==> config.mk <==
export PLATFORM = sky130hd
export DESIGN_NAME = spi_target_port
export DESIGN_NICKNAME = d
export VERILOG_FILES = /design/src/rtl/spit_pkg.sv /design/src/rtl/spit_sync.sv /design/src/rtl/spit_ss_sel.sv /design/src/rtl/spit_shifter.sv /design/src/rtl/spit_regs.sv /design/src/rtl/spi_target_port.sv
export SDC_FILE = /design/constraint.sdc
export NUM_CORES = 1
export LEC_CHECK = 0
export ABC_AREA = 1
export BUFFER_PORTS_ARGS = -buffer_cell sky130_fd_sc_hd__buf_2
export CORE_ASPECT_RATIO = 0.6
export CORE_UTILIZATION = 53
export CTS_CLUSTER_DIAMETER = 200
export DETAILED_ROUTE_END_ITERATION = 10
export GPL_TIMING_DRIVEN = 0
export PLACE_DENSITY = 0.74
export SLEW_MARGIN = 20
export SYNTH_ARGS = -nofsm -noshare
export SYNTH_HDL_FRONTEND = slang
export SYNTH_SLANG_ARGS = --single-unit
==> constraint.sdc <==
create_clock -name clk -period 1.95 [get_ports clk]
set_input_delay 0.195 -clock clk [delete_from_list [all_inputs] [get_ports clk]]
set_output_delay 0.195 -clock clk [all_outputs]
set_load 0.03 [all_outputs]
==> src/rtl/spit_pkg.sv <==
package spit_pkg;
  typedef enum logic [1:0] {
    REG_TXB  = 2'd0,
    REG_RXB  = 2'd1,
    REG_CFG  = 2'd2,
    REG_STAT = 2'd3
  } reg_addr_e;

  localparam int CFG_IRQ_BIT   = 0;
  localparam int CFG_FORCE_BIT = 1;
  localparam int CFG_SEL_LSB   = 2;
  localparam int STAT_TXE_BIT  = 0;
  localparam int STAT_RXF_BIT  = 1;
endpackage

==> src/rtl/spit_sync.sv <==
module spit_sync #(
  parameter int         W       = 1,
  parameter int         STAGES  = 2,
  parameter logic [W-1:0] RST_VAL = '0
) (
  input  logic         clk,
  input  logic         rst_n,
  input  logic [W-1:0] d,
  output logic [W-1:0] q
);
  logic [STAGES-1:0][W-1:0] stg_q;
  logic [STAGES-1:0][W-1:0] stg_n;

  always_comb begin
    stg_n = {stg_q[STAGES-2:0], d};
  end

  always_ff @(posedge clk or negedge rst_n) begin
    if (!rst_n) stg_q <= {STAGES{RST_VAL}};
    else        stg_q <= stg_n;
  end

  assign q = stg_q[STAGES-1];
endmodule

==> src/rtl/spit_ss_sel.sv <==
module spit_ss_sel #(
  parameter int N_SRC = 4,
  parameter int SEL_W = 2
) (
  input  logic [N_SRC-1:0] ss_n_src,
  input  logic             force_en,
  input  logic [SEL_W-1:0] sel,
  output logic             ss_n
);
  logic mux_n;

  always_comb begin
    mux_n = 1'b1;
    for (int i = 0; i < N_SRC; i++) begin
      if (sel == SEL_W'(i)) mux_n = ss_n_src[i];
    end
  end

  assign ss_n = force_en ? sel[0] : mux_n;
endmodule

==> src/rtl/spit_shifter.sv <==
module spit_shifter #(
  parameter int DATA_W = 8
) (
  input  logic              clk,
  input  logic              rst_n,
  input  logic              ss_n,
  input  logic              sclk_rise,
  input  logic              sclk_fall,
  input  logic              mosi,
  input  logic              tx_valid,
  input  logic [DATA_W-1:0] tx_data,
  output logic              take,
  output logic              done,
  output logic [DATA_W-1:0] rx_byte,
  output logic              miso
);
  localparam int                CNT_W = (DATA_W > 2) ? $clog2(DATA_W) : 1;
  localparam logic [CNT_W-1:0]  LAST  = CNT_W'(DATA_W - 1);
  localparam int                MSB   = DATA_W - 1;

  logic [DATA_W-1:0] sh_q, sh_n;
  logic [CNT_W-1:0]  cnt_q, cnt_n;
  logic              smp_q, smp_n;
  logic              reload_q, reload_n;
  logic              ss_prev_q;
  logic              ss_fall;
  logic [DATA_W-1:0] fill;

  assign ss_fall = ss_prev_q & ~ss_n;
  assign fill    = tx_valid ? tx_data : {DATA_W{1'b1}};

  always_comb begin
    sh_n     = sh_q;
    cnt_n    = cnt_q;
    smp_n    = smp_q;
    reload_n = reload_q;
    take     = 1'b0;
    done     = 1'b0;
    if (ss_n) begin
      cnt_n    = '0;
      reload_n = 1'b0;
    end else if (ss_fall) begin
      take     = tx_valid;
      sh_n     = fill;
      cnt_n    = '0;
      reload_n = 1'b0;
    end else begin
      if (sclk_rise) begin
        smp_n = mosi;
        if (cnt_q == LAST) begin
          done     = 1'b1;
          cnt_n    = '0;
          reload_n = 1'b1;
        end else begin
          cnt_n = cnt_q + 1'b1;
        end
      end
      if (sclk_fall) begin
        if (reload_q) begin
          take     = tx_valid;
          sh_n     = fill;
          reload_n = 1'b0;
        end else begin
          sh_n = {sh_q[MSB-1:0], smp_q};
        end
      end
    end
  end

  always_ff @(posedge clk or negedge rst_n) begin
    if (!rst_n) begin
      sh_q      <= {DATA_W{1'b1}};
      cnt_q     <= '0;
      smp_q     <= 1'b0;
      reload_q  <= 1'b0;
      ss_prev_q <= 1'b1;
    end else begin
      sh_q      <= sh_n;
      cnt_q     <= cnt_n;
      smp_q     <= smp_n;
      reload_q  <= reload_n;
      ss_prev_q <= ss_n;
    end
  end

  assign rx_byte = {sh_q[MSB-1:0], mosi};
  assign miso    = (ss_n | ss_prev_q) ? fill[MSB] : sh_q[MSB];
endmodule

==> src/rtl/spit_regs.sv <==
module spit_regs
  import spit_pkg::*;
#(
  parameter int DATA_W = 8,
  parameter int SEL_W  = 2
) (
  input  logic              clk,
  input  logic              rst_n,
  input  logic              wr,
  input  logic              rd,
  input  logic [1:0]        addr,
  input  logic [DATA_W-1:0] wdata,
  output logic [DATA_W-1:0] rdata,
  input  logic              take,
  input  logic              done,
  input  logic [DATA_W-1:0] rx_byte,
  output logic [DATA_W-1:0] tx_data,
  output logic              tx_empty,
  output logic              rx_full,
  output logic              byte_pulse,
  output logic              irq_type,
  output logic              ss_force,
  output logic [SEL_W-1:0]  ss_sel
);
  localparam int CFG_W = CFG_SEL_LSB + SEL_W;

  logic [DATA_W-1:0] txb_q, txb_n, rxb_q, rxb_n;
  logic [CFG_W-1:0]  cfg_q, cfg_n;
  logic              txe_q, txe_n, rxf_q, rxf_n, pulse_q;
  logic              wr_tx, wr_cfg, rd_rx;

  assign wr_tx  = wr && (reg_addr_e'(addr) == REG_TXB);
  assign wr_cfg = wr && (reg_addr_e'(addr) == REG_CFG);
  assign rd_rx  = rd && (reg_addr_e'(addr) == REG_RXB);

  always_comb begin
    txb_n = txb_q;
    txe_n = txe_q;
    if (take) txe_n = 1'b1;
    if (wr_tx) begin
      txb_n = wdata;
      txe_n = 1'b0;
    end
    rxb_n = rxb_q;
    rxf_n = rxf_q;
    if (done) begin
      rxb_n = rx_byte;
      rxf_n = 1'b1;
    end else if (rd_rx) begin
      rxf_n = 1'b0;
    end
    cfg_n = cfg_q;
    if (wr_cfg) cfg_n = wdata[CFG_W-1:0];
  end

  always_ff @(posedge clk or negedge rst_n) begin
    if (!rst_n) begin
      txb_q   <= '0;
      txe_q   <= 1'b1;
      rxb_q   <= '0;
      rxf_q   <= 1'b0;
      cfg_q   <= '0;
      pulse_q <= 1'b0;
    end else begin
      txb_q   <= txb_n;
      txe_q   <= txe_n;
      rxb_q   <= rxb_n;
      rxf_q   <= rxf_n;
      cfg_q   <= cfg_n;
      pulse_q <= done;
    end
  end

  always_comb begin
    rdata = '0;
    case (reg_addr_e'(addr))
      REG_RXB:  rdata = rxb_q;
      REG_CFG:  rdata = DATA_W'(cfg_q);
      REG_STAT: begin
        rdata[STAT_TXE_BIT] = txe_q;
        rdata[STAT_RXF_BIT] = rxf_q;
      end
      default:  rdata = '0;
    endcase
  end

  assign tx_data    = txb_q;
  assign tx_empty   = txe_q;
  assign rx_full    = rxf_q;
  assign byte_pulse = pulse_q;
  assign irq_type   = cfg_q[CFG_IRQ_BIT];
  assign ss_force   = cfg_q[CFG_FORCE_BIT];
  assign ss_sel     = cfg_q[CFG_SEL_LSB +: SEL_W];
endmodule

==> src/rtl/spi_target_port.sv <==
module spi_target_port
  import spit_pkg::*;
#(
  parameter int DATA_W      = 8,
  parameter int N_SS        = 4,
  parameter int SYNC_STAGES = 2
) (
  input  logic              clk,
  input  logic              rst_n,
  input  logic              bus_wr,
  input  logic              bus_rd,
  input  logic [1:0]        bus_addr,
  input  logic [DATA_W-1:0] bus_wdata,
  output logic [DATA_W-1:0] bus_rdata,
  input  logic              sclk_in,
  input  logic              mosi_in,
  input  logic [N_SS-1:0]   ss_n_in,
  output logic              miso_out,
  output logic              miso_oe,
  output logic              irq_out
);
  localparam int             SEL_W   = (N_SS > 2) ? $clog2(N_SS) : 1;
  localparam int             SYNC_W  = N_SS + 2;
  localparam logic [SYNC_W-1:0] SYNC_RST = {{N_SS{1'b1}}, 2'b00};

  logic [1:0]        rst_pipe_q;
  logic              rst_n_sync;
  logic [SYNC_W-1:0] sync_q;
  logic              sclk_s, mosi_s, sclk_prev_q;
  logic              sclk_rise, sclk_fall;
  logic [N_SS-1:0]   ss_s;
  logic              ss_sel_n;
  logic              sh_take, sh_done;
  logic [DATA_W-1:0] rx_byte, tx_data;
  logic              tx_empty, rx_full, byte_pulse;
  logic              cfg_irq_type, cfg_force;
  logic [SEL_W-1:0]  cfg_sel;

  always_ff @(posedge clk or negedge rst_n) begin
    if (!rst_n) rst_pipe_q <= 2'b00;
    else        rst_pipe_q <= {rst_pipe_q[0], 1'b1};
  end
  assign rst_n_sync = rst_pipe_q[1];

  spit_sync #(.W(SYNC_W), .STAGES(SYNC_STAGES), .RST_VAL(SYNC_RST)) u_sync (
    .clk(clk), .rst_n(rst_n_sync),
    .d({ss_n_in, mosi_in, sclk_in}), .q(sync_q)
  );
  assign sclk_s = sync_q[0];
  assign mosi_s = sync_q[1];
  assign ss_s   = sync_q[SYNC_W-1:2];

  always_ff @(posedge clk or negedge rst_n_sync) begin
    if (!rst_n_sync) sclk_prev_q <= 1'b0;
    else             sclk_prev_q <= sclk_s;
  end
  assign sclk_rise = sclk_s & ~sclk_prev_q;
  assign sclk_fall = ~sclk_s & sclk_prev_q;

  spit_ss_sel #(.N_SRC(N_SS), .SEL_W(SEL_W)) u_ss_sel (
    .ss_n_src(ss_s), .force_en(cfg_force), .sel(cfg_sel), .ss_n(ss_sel_n)
  );

  spit_shifter #(.DATA_W(DATA_W)) u_shifter (
    .clk(clk), .rst_n(rst_n_sync), .ss_n(ss_sel_n),
    .sclk_rise(sclk_rise), .sclk_fall(sclk_fall), .mosi(mosi_s),
    .tx_valid(~tx_empty), .tx_data(tx_data),
    .take(sh_take), .done(sh_done), .rx_byte(rx_byte), .miso(miso_out)
  );

  spit_regs #(.DATA_W(DATA_W), .SEL_W(SEL_W)) u_regs (
    .clk(clk), .rst_n(rst_n_sync),
    .wr(bus_wr), .rd(bus_rd), .addr(bus_addr), .wdata(bus_wdata), .rdata(bus_rdata),
    .take(sh_take), .done(sh_done), .rx_byte(rx_byte),
    .tx_data(tx_data), .tx_empty(tx_empty), .rx_full(rx_full), .byte_pulse(byte_pulse),
    .irq_type(cfg_irq_type), .ss_force(cfg_force), .ss_sel(cfg_sel)
  );

  assign miso_oe = ~ss_sel_n;
  assign irq_out = cfg_irq_type ? byte_pulse : tx_empty;
endmodule

* Word-level counts from Yosys, hierarchy flattened *
Index checks and enable logic that the tools add are counted.

storage, ports and cells
  memories kept = 0
  memory bits (writable) = 0
  latch bits = 0
  word-level logic and storage cells = 78
  output and inout port bits = 11
  memory bits (read-only) = 0
  input port bits = 20
  bits in registers = 52

operators by class
  add/sub/neg operators = 1
  reductions and logical operators = 11
  div/mod/pow operators = 0
  bitwise gates (word level) = 9
  $lt $le $gt $ge = 0
  equality and inequality tests = 7
  multipliers = 0
  shifts and indexed selects = 0
  mux-type cells = 35

operators by type and width
  cell                 count
  $mux 8               4
  $mux 1               25
  $mux 3               4
  $pmux 6 s2           1
  $eq 2x2->1 const B   4
  $pmux 2 s3           1
  $reduce_bool 2->1    3
  $not 1->1            5
  $eq 2x1->1 const B   2
  $logic_not 2->1      2
  $add 3x1->3 const B  1
  $and 1x1->1          3
  $eq 3x3->1 const B   1
  $logic_and 1x1->1    3
  $reduce_and 3->1     1
  $reduce_bool 3->1    1
  $reduce_and 2->1     1
  $or 1x1->1           1

* Longest topological paths before layout *
  word-level depth = 12
  mapped depth = 10
  gate-level depth less buffers = 10

* By module *
Synthesis repeated with hierarchy kept, for this count alone.

unflattened totals
  cells, all modules = 280
  area total of the unflattened synthesis = 2393.5 sq um

by module, submodules not included
  module           cells an instance  instances  area an instance (sq um)  seq. area each (sq um)
  spit_regs        125                1          1047.3                    576.8
  spit_shifter     117                1          869.6                     361.6
  spit_sync        12                 1          310.3                     310.3
  spi_target_port  14                 1          116.4                     75.1
  spit_ss_sel      12                 1          50.0                      0.0

* Worst setup path before layout *
OpenSTA, ideal clock, no wires.

  path type = reg2out
  start point = reg u_regs.txe_q, in the netlist u_regs.tx_empty
  end point = out irq_out
  arrival time = 1303 ps
  stages on the path, launching flop included = 3
  path buffers = 0
  required time = 1755 ps
  path slack = 452 ps
  path through = dfstp_2 > inv_1 > o21ai_0

on the way
  word-level cells in the longest chain between the ends = 1

ends and longest elaborated chain
  item                      RTL line               text
  start: declaration        spit_regs.sv:29        logic txe_q, txe_n, rxf_q, rxf_n, pulse_q;
  start signal: assignment  spit_regs.sv:66        txe_q <= txe_n;
  $mux 1                    spi_target_port.sv:80  assign irq_out = cfg_irq_type ? byte_pulse : tx_empty;
  end: declaration          spi_target_port.sv:20  output logic irq_out

Every way passes these cells.

* Worst setup path in the final report *
  start point = reg u_regs.cfg_q[3]
  end point = out miso_out

on the way
  word-level cells in the longest chain between the ends = 8
  elaborated cells on any way between the ends = 11
  classes of those cells = eq/ne (3); mux (6); bitwise (1); reduce/logical (1)

ends and longest elaborated chain
  item                      RTL line               text
  start: declaration        spit_regs.sv:28        logic [CFG_W-1:0] cfg_q, cfg_n;
  start signal: assignment  spit_regs.sv:69        cfg_q <= cfg_n;
  $logic_not 2->1           spit_ss_sel.sv:15      if (sel == SEL_W'(i)) mux_n = ss_n_src[i];
  $mux 1 (3 in a row)       spit_ss_sel.sv:15
  $mux 1 *                  spit_ss_sel.sv:15
  $mux 1 *                  spit_ss_sel.sv:19      assign ss_n = force_en ? sel[0] : mux_n;
  via ss_sel_n              spi_target_port.sv:32  logic ss_sel_n;
  $or 1x1->1 *              spit_shifter.sv:87     assign miso = (ss_n | ss_prev_q) ? fill[MSB] : sh_q[MSB];
  $mux 1 *                  spit_shifter.sv:87
  end: declaration          spi_target_port.sv:18  output logic miso_out,

Mark *: on every way through the listed nets, which the timed path passes. The rest lies on a longest branch.

==> out/metrics.cfg <==
[min_path]
min_path_type=in -> reg

[cts]
clk_latency_ns=0.31
cts_tree=built
numClockSinks=52
cts_buffer_depth=2
htree_num_levels=2
numCtsBuffers=5
path_clk_slew_ns=0.09
cts_root_buf=clkbuf_8

[sta]
clock_skew_ns=0.00722
fin_crit_ns=1.88
rsz0062_at_grt=false
hold_violations=0
worstMarginPinSlew_ns=0.534
finalMaxSlewViolations=0
slew_headroom_pct=64.4
holdWs_ns=0.0826
setup-tns-final_ns=0
clock.fmax_ghz=0.532
setup_viol=0
period_share_pct=96.4

[critical_path]
cp.arrival_ns=1.68
cp_slowest_cell=dfrtp_2
crit_chain=nand2_1 > nand3_2 > nand2_4 > nand2_4 > nor2_8 > buf_6 > nand2_1 > nand2_1 > clkbuf_4
setup.worst_path.start_class=flip-flop
cpPeakStageDelay_ns=0.45
path_class=reg -> out
path_common_cell=nand2_1
end_kind=output port
critPathMaxFanout=5
cp.required_ns=1.75

[detailed_routing]
wirelength_um=5030
vias=1943
first_pass_iters=4
drcViolationCount=0
wire_per_inst_um=12.8
dr.first_iter.drc_count=89
antenna_left=0
viasPerCell=4.93

[logic_synthesis]
synth.avg_cell_area_um2=8.75
netlist_instances=284
netlist_area_mm2=0.00248
ys_seq_area_share_pct=53.3
synth-seq-cells=52
synth_cell_types=28
synth_fp_nets=311
yosysWarnings=0

[global_routing]
grt_pass1_vias=1784
track_usage_pct=23.0
grt_max_degree=28
grt_pass1_wl_um=8460
grt.overflow.total=0
antenna_found_initial=0

[pwr]
leakagePower_nw=1.56
p_per_area_mw_per_mm2=997
ir_drop_uv=760

[floorplan]
initial_core_util_pct=57.8
dieArea_mm2=0.00498
rows=18
boundaryPins=31
die_h_um=55.0
die_w_um=90.4
design.core.area_mm2=0.00430

[job]
maxCapViolCount=0

[final_layout]
syn_to_final_growth_pct=17.5
drive_gt1_share_pct=26.9
fin_area_mm2=0.00292
nets=360
n_antenna_cell=0
fillers=372

[placed_design]
gp_congestion=0.823
hpwl_um=3720
placedInstanceArea_mm2=0.00273
port_buffers=30

[outcome]
status=finished clean

-- worst paths after layout --
check	startpoint	endpoint	slack, ns	cells after the start
hold / removal	bus_wdata[6]	u_regs.tx_data[6]	0.08	3
hold reg to reg	rst_pipe_q[1]	u_regs.tx_data[4]	0.25	0
min in group asynchronous	rst_n	rst_pipe_q[0]	0.18	2
max in group asynchronous	rst_pipe_q[1]	u_shifter.sh_q[1]	1.09	1
setup / recovery	u_regs.cfg_q[3]	miso_out	0.07	9
setup reg to reg	u_regs.cfg_q[3]	u_regs.rxb_q[0]	0.47	9
-- cell type report --
cell class / count / area [µm²] / share of cell area (%)
Multi-Input combinational cell: 191 / 986 / 33.8
Inverter: 35 / 131 / 4.50
Clock inverter: 1 / 5.00 / 0.171
Timing Repair Buffer: 42 / 273 / 9.34
Tap cell: 60 / 75.1 / 2.57
Buffer: 6 / 46.3 / 1.59
Sequential cell: 52 / 1330 / 45.4
Clock buffer: 7 / 76.3 / 2.61
-- state kept, by name, indices dropped and copies added (netlist names) --
signal,cells
u_regs.byte_pulse,1
u_regs.cfg_q,4
rst_pipe_q,2
u_shifter.smp_q,1
sclk_prev_q,1
u_shifter.reload_q,1
u_regs.tx_empty,1
u_regs.tx_data,8
u_shifter.cnt_q,3
u_shifter.ss_prev_q,1
u_regs.rxb_q,8
u_regs.rx_full,1
u_sync.q,6
u_sync.stg_n,6
u_shifter.sh_q,8
-- cells in the mapped netlist --
| cell type | instances | area share (%) |
|---|---|---|
| nand2_1 | 109 | 16 |
| nand3_1 | 15 | 3.0 |
| conb_1 | 1 | 0.15 |
| or2_2 | 6 | 1.5 |
| o21ai_0 | 18 | 3.6 |
| dfrtp_1 | 34 | 34 |
| o2111ai_1 | 1 | 0.35 |
| nor2_8 | 2 | 1.6 |
| clkbuf_8 | 1 | 0.55 |
| clkbuf_1 | 1 | 0.15 |
| nor2_4 | 1 | 0.45 |
| buf_4 | 1 | 0.30 |
| mux2_2 | 3 | 1.4 |
| ha_1 | 7 | 3.5 |
| dfstp_2 | 18 | 19 |
| nand3_2 | 2 | 0.81 |
| a21oi_1 | 3 | 0.60 |
| buf_6 | 1 | 0.45 |
| nor2_1 | 6 | 0.91 |
| nand2_4 | 3 | 1.4 |
| o21ai_1 | 2 | 0.40 |
| buf_2 | 2 | 0.40 |
| nand3_4 | 1 | 0.71 |
| nand4_1 | 8 | 2.0 |
| inv_2 | 3 | 0.45 |
| inv_1 | 32 | 4.8 |
| nor3_1 | 1 | 0.20 |
| nand2_2 | 2 | 0.50 |
-- where the power goes --
group          total (mW)  leakage (nW)  internal (mW)  switching [mW]
clock network       0.589        0.0422          0.252           0.336
registers            1.46         0.625           1.30           0.155
logic               0.863         0.893          0.348           0.515
-- critical path: cells and delay by family (launching register included) --
| family | cells | cell delay, ns |
|---|---|---|
| and+or+nand+nor | 7 | 0.62 |
| buffers and inverters | 2 | 0.31 |
| DFF | 1 | 0.45 |
-- routing by layer --
| metal | global-route usage [%] | vias up | share of wire (%) |
|---|---|---|---|
| li1 | - | 982 | - |
| met1 | 32.0 | 895 | 51 |
| met5 | 0 | - | 0 |
| met3 | 4.37 | 9 | 6.3 |
| met2 | 37.5 | 57 | 42 |
| met4 | 7.26 | 0 | 1.5 |
-- cell usage in the layout, fill, tap and decap left out, types with 2 or more instances in the layout --
cell	n
nand3_1	15
o21ai_0	18
nand4_1	8
ha_1	7
dfstp_2	18
dlygate4sd3_1	7
inv_2	3
mux2_2	3
nor2_8	2
inv_1	32
dfrtp_1	32
nor2_1	5
nand2_2	2
dfrtp_2	2
or2_2	6
a21oi_1	3
buf_2	31
clkbuf_8	6
nand2_1	109
buf_4	5
o21ai_1	2
clkbuf_1	3
nand2_4	3
nand3_2	2
-- cell families (layout without fill, tap and decap cells) --
kind of cell,Yosys count,in the layout,synth area share [%]
AND/OR/NAND/NOR,156,156,29.6
adder cells (fa/ha/maj),7,7,3.52
multiplexers,3,3,1.36
buffers and inverters,41,91,7.15
AO/OA/AOI/OAI,24,24,4.98
flip-flops,52,52,53.3
other,1,1,0.151
-- what timing repair did --
action	4_1_cts	5_1_grt
hold buffers	7	0
setup endpoints to repair	1	1
gates resized for setup	1	2
cloned	0	0
pin swaps	0	1
hold endpoints to repair	8	0
buffers inserted	0	4
-- per-stage QoR --
step | util, % | power, mW | setup WS, ns | cells
after floorplan | - | 2.04 | 0.427 | 284
after global placement | 63.0 | 2.24 | -0.126 | 374
after detailed placement | 63.5 | 2.27 | 0.330 | 375
after CTS | 67.0 | 2.88 | 0.0241 | 390
after global routing | 67.9 | 3.09 | 0.00389 | 394
final | 67.9 | 2.91 | 0.0706 | 394
No activity file was read; power rests on OpenSTA's default activity.
